[src/rtl/apb_doorbell_mbox.sv]
module apb_doorbell_mbox #(
  parameter int W  = 32,
  parameter int AW = 12
) (
  input  logic          pclk,
  input  logic          presetn,
  input  logic          psel,
  input  logic          penable,
  input  logic          pwrite,
  input  logic [AW-1:0] paddr,
  input  logic [W-1:0]  pwdata,
  input  logic [2:0]    pprot,
  output logic [W-1:0]  prdata,
  output logic          pready,
  output logic          pslverr,
  output logic [2:0]    irq
);
  localparam int NCH = 3;

  logic [NCH-1:0][W-1:0] stat;
  logic [1:0] ch;
  logic       acc, in_win, is_rd, is_set, is_clr, denied, ok;

  assign acc    = psel & penable;
  assign ch     = paddr[6:5];
  assign in_win = (paddr[AW-1:7] == '0) && (ch != 2'd3);
  assign is_rd  = in_win && (paddr[4:0] == 5'h00);
  assign is_set = in_win && (paddr[4:0] == 5'h04);
  assign is_clr = in_win && (paddr[4:0] == 5'h08);
  assign denied = (ch == 2'd2) && pprot[1];
  assign ok     = (is_rd | is_set | is_clr) & ~denied;

  assign pready  = 1'b1;
  assign pslverr = acc & ~ok;
  assign prdata  = (acc && !pwrite && ok && is_rd) ? stat[ch] : '0;

  for (genvar c = 0; c < NCH; c++) begin : g_ch
    logic hit;
    logic [W-1:0] s_msk, c_msk;
    assign hit   = acc & pwrite & ok & (ch == c[1:0]);
    assign s_msk = (hit & is_set) ? pwdata : '0;
    assign c_msk = (hit & is_clr) ? pwdata : '0;

    always_ff @(posedge pclk or negedge presetn) begin
      if (!presetn) begin
        stat[c] <= '0;
        irq[c]  <= 1'b0;
      end else begin
        stat[c] <= (stat[c] | s_msk) & ~c_msk;
        irq[c]  <= |stat[c];
      end
    end
  end
endmodule

[config.mk]
export PLATFORM = sky130hd
export DESIGN_NAME = apb_doorbell_mbox
export DESIGN_NICKNAME = d
export VERILOG_FILES = /design/src/rtl/apb_doorbell_mbox.sv
export SDC_FILE = /design/constraint.sdc
export NUM_CORES = 1
export LEC_CHECK = 0
export ABC_AREA = 1
export BUFFER_PORTS_ARGS = -buffer_cell sky130_fd_sc_hd__buf_2
export CAP_MARGIN = 15
export CORE_MARGIN = 2
export CORE_UTILIZATION = 37
export CTS_BUF_LIST = sky130_fd_sc_hd__clkbuf_8
export CTS_CLUSTER_DIAMETER = 30
export DETAILED_ROUTE_END_ITERATION = 8
export SKIP_CTS_REPAIR_TIMING = 1
export SYNTH_ARGS = -nofsm -noshare
export SYNTH_HDL_FRONTEND = slang
export SYNTH_SLANG_ARGS = --single-unit
[constraint.sdc]
create_clock -name pclk -period 1.26 [get_ports pclk]
set_input_delay 0.126 -clock pclk [delete_from_list [all_inputs] [get_ports pclk]]
set_output_delay 0.126 -clock pclk [all_outputs]
set_load 0.05 [all_outputs]
Word-level counts from Yosys, hierarchy flattened. Index checks and enable logic that the tools add are counted.

Reductions and logical operators: 15. Multiplexer cells: 9. Order comparisons: 1. Bitwise operators: 27. Eq/ne operators: 5.

Operators by type and width (number): 32-bit 2-to-1 mux (8); 32-bit bitwise AND (3); 32-bit inverter (3); 32-bit bitwise OR (3); 32-bit OR reduction (3); 32-bit binary-select mux with 2-bit select (1); 1-bit bitwise AND (14); 5-bit logical NOT (2); 1-bit logical AND (8); 5-bit by 3-bit equality test with 1-bit output (second input constant) (1); 5-bit by 4-bit equality test with 1-bit output (second input constant) (1); 2-bit by 3-bit < comparator with 1-bit output (second input constant) (1); 2-bit by 1-bit equality test with 1-bit output (second input constant) (1); 2-bit equality test (second input constant) (1); 2-bit logical NOT (1); 2-bit != test (second input constant) (1); 1-bit inverter (2); 1-bit bitwise OR (2); 1-bit logical NOT (1).

Bits in registers: 99. Output and inout port bits: 37. Input bits: 52.

Longest topological paths before layout.
Depth in word-level cells: 12. Gate-level depth with buffers: 10. Gate-level depth less buffers: 9.

Worst setup path before layout. No wires, ideal clock.

Path type: input to output. From: in paddr[1]. To: out prdata[10]. Arrival time: 1671 ps. Slack: -537 ps. Required time: 1134 ps. Stages on the path: 10. Path buffers: 1. Cells stage by stage: nor2_1 nand2_1 nor2_1 nand2_1 nand3_2 nand2_1 inv_1 nand2_1 buf_2 nor2_1.

Cells in the longest elaborated chain, start to end: 8. Elaborated cells on any way between the ends: 12. Classes of those cells: 2 x eq/ne; 1 x mux; 3 x bitwise; 6 x reduce/logical.

Ends and longest elaborated chain: start, declared (RTL line 10) `input logic [AW-1:0] paddr,`; 5-bit by 3-bit equality test with 1-bit output / 5-bit logical NOT (equally long branches) (RTL line 28, 27); 1-bit logical AND (on tied branches) (RTL line 28, 27); 1-bit bitwise OR (2 in series) (RTL line 31) `assign ok = (is_rd | is_set | is_clr) & ~denied;`; 1-bit bitwise AND (RTL line 31); 1-bit logical AND (RTL line 35) `assign prdata = (acc && !pwrite && ok && is_rd) ? stat[ch] : '0;`; 1-bit logical AND * (RTL line 35); 32-bit 2-to-1 mux * (RTL line 35); end, declared (RTL line 13) `output logic [W-1:0] prdata,`.

Every way passes the cells marked *; elsewhere a longest branch is shown, timed or not.

Final worst setup path.
From: in paddr[1]. To: out prdata[2].

The elaborated chain is that of the path after synthesis.

==> results.json <==
{
  "vias": 6000,
  "ioPinCount": 89,
  "min_period_ns": 1.63,
  "fin_cells": 1071,
  "routed_wl_um": 19800,
  "antenna_found_initial": 1,
  "leakagePower_uw": 0.00358,
  "dieArea_um2": 16000,
  "critPathLaunch": "paddr[1]",
  "dpl.hpwl_um": 12700,
  "antenna_cells": 0,
  "postSynthAreaPerCell_um2": 7.46,
  "cp.required_ns": 1.13,
  "grt_pass1_wl_um": 29900,
  "path_cells": "buf_2 -> nor2_4 -> nand2_4 -> nor2_4 -> nand2_2 -> nor3_4 -> nand2_8 -> clkbuf_16 -> nor2_4 -> buf_6",
  "synthesis.area_um2": 5540,
  "cp-start-kind": "input port",
  "clock_skew_ns": 0.00946,
  "clk_latency_ns": 0.39,
  "cpLargestDelayFamily": "simple AND/OR/NAND/NOR gates",
  "path_class": "input port to output port",
  "fmax_mhz": 612,
  "worst_pin_slew_ns": 0.592,
  "cts_tree": "built",
  "wl_per_cell_um": 18.5,
  "ys_types": 19,
  "final_common_cell": "inv_1",
  "crit_path_end_kind": "output port",
  "synth-seq-cells": 99,
  "report.final.setup_viol": 90,
  "final_hold_viol_count": 0,
  "final_cell_mix": "inv_1 (123), nand3_1 (99), dfrtp_1 (99)",
  "synth-seq-area-share": 0.447,
  "outcome": "finished, violations left",
  "yosys.area_share.simple": 0.261,
  "combPwrFrac": 0.113,
  "cap_violations": 0,
  "drc": 0,
  "dieHeight_um": 126,
  "crit_slowest_cell": "clkbuf_16",
  "timing.setup.tns_ns": -12.09,
  "power.net_switching_uw": 1650,
  "std_cell_rows": 44,
  "globalRouteOverflowTotal": 0,
  "clkSinkCount": 99,
  "drive_gt1_frac": 0.388,
  "die_w_um": 126,
  "cts_root_buf": "clkbuf_8",
  "crit_path_max_fanout": 8,
  "synth_fa_ha_area_frac": 0,
  "clkPwrFrac": 0.382,
  "initial_core_util": 0.380,
  "avgViaCountPerCell": 5.60,
  "p_sw_frac": 0.263,
  "slowest_delay_ns": 0.23,
  "hp-class": "input port to register",
  "first_pass_iters": 5,
  "crit_buf_inv": 3,
  "cp.arrival_ns": 1.51,
  "ir_drop_uv": 668,
  "seqPwrFrac": 0.505,
  "failed_checks": "negative setup slack",
  "postRouteAntennaNets": 0,
  "setup_ws_ns": -0.373,
  "slew_headroom": 0.605,
  "reg2reg_from": "stat[75]$_DFF_PN0_",
  "cts_buffer_depth": 2,
  "grt_start_max_net_pins": 52,
  "h-tree-depth": 3,
  "synthXorXnorAreaFrac": 0,
  "cts_buffers": 9,
  "numPlacedInstances": 1037,
  "syn-num-nets": 794,
  "drv_slew": 0,
  "path_common_cell": "nor2_4",
  "final_nets": 934,
  "rsz0062_at_grt": "yes",
  "hold_start": "pwdata[7]",
  "p_int_uw": 4640,
  "yosysWarnings": 0,
  "synth-compound-area-share": 0.152,
  "timing.final.crit_share": 1.30,
  "gp_congestion": 0.862,
  "core_area_um2": 14600,
  "power_density_nw_per_um2": 768,
  "synthesis.instances": 742,
  "fin_total_pwr_uw": 6290,
  "grt_use_total": 0.236,
  "drtIter0Drc": 585,
  "synthMuxAreaShare": 0,
  "synth_top_family_by_area": "simple AND/OR/NAND/NOR gates",
  "numPortBuffers": 85,
  "cts.clk_slew.worst_paths_ns": 0.10,
  "grt_pass1_vias": 5648,
  "whs_ns": 0.0205,
  "areaGrowthSynthToFinish_pct": 47.9
}
[stage by stage]
stage                util  area [um^2]  setup slack [ns]
floorplan               -         5880            -0.185
global placement    0.478         6970            -0.503
detailed placement  0.478         6970            -0.511
CTS                 0.494         7200            -0.524
global route        0.562         8190            -0.468
finish              0.562         8190            -0.373
[power groups by stage]
stage	combinational, uW	sequential [uW]	clock [uW]
global placement	615	3240	0
finish	710	3170	2400
global route	770	3180	2550
floorplan	264	3240	0
detailed placement	610	3240	0
CTS	613	3170	2420
[cells by family after synthesis]
| kind of cell | after synthesis |
|---|---|
| other cells | 1 |
| simple gates | 292 |
| compound gates | 160 |
| buf+inv | 190 |
| flops | 99 |
[area by class of cell]
cell class / instances / area [um^2]
tap: 184 / 230
timing repair buffer: 178 / 1720
clock buffer: 11 / 151
fill: 1344 / 6400
multi-input combinational: 453 / 3010
inverter: 141 / 534
sequential: 99 / 2480
clock inverter: 5 / 76.3
[cell usage after synthesis]
library cell	n	area [um^2]
inv_1	137	514
a21oi_1	128	641
nor3_1	100	500
dfrtp_1	99	2480
nand3_1	99	495
nor2_1	42	158
o22ai_1	32	200
clkbuf_1	22	82.6
nand4_1	22	138
buf_2	14	70.1
nand2_1	13	48.8
buf_4	10	75.1
nor4_1	8	50.1
nor2_2	6	37.5
buf_1	3	11.3
clkinv_1	2	7.51
inv_2	2	7.51
nand3_2	2	20.0
conb_1	1	3.75
[flip-flops by register name, indices dropped and copies added (netlist names)]
name	flops
stat	96
irq	3
[worst min-delay path: cells and delay by family]
kind            cells  cell delay, ns
simple gates        1            0.08
compound gates      1            0.05
buf+inv             1            0.12
[layer usage]
| layer | share of wire | track usage | up-vias |
|---|---|---|---|
| met3 | 0.069 | 0.0468 | 38 |
| met2 | 0.48 | 0.365 | 266 |
| met4 | 0.025 | 0.0802 | 2 |
| met5 | 0.00055 | 0 | - |
| li1 | - | - | 2792 |
| met1 | 0.42 | 0.332 | 2902 |
[worst paths after layout]
check	slack, ns	end	depth (start not counted)
worst max-delay path	-0.37	prdata[2]	10
worst min-delay path	0.02	stat[71]$_DFF_PN0_	3
max in group asynchronous	0.60	stat[83]$_DFF_PN0_	3
worst max register to register	-0.11	irq[2]$_DFF_PN0_	5
worst min register to register	0.52	irq[0]$_DFF_PN0_	2
min in group asynchronous	0.16	stat[44]$_DFF_PN0_	2
(Power assumes the default switching activity.)
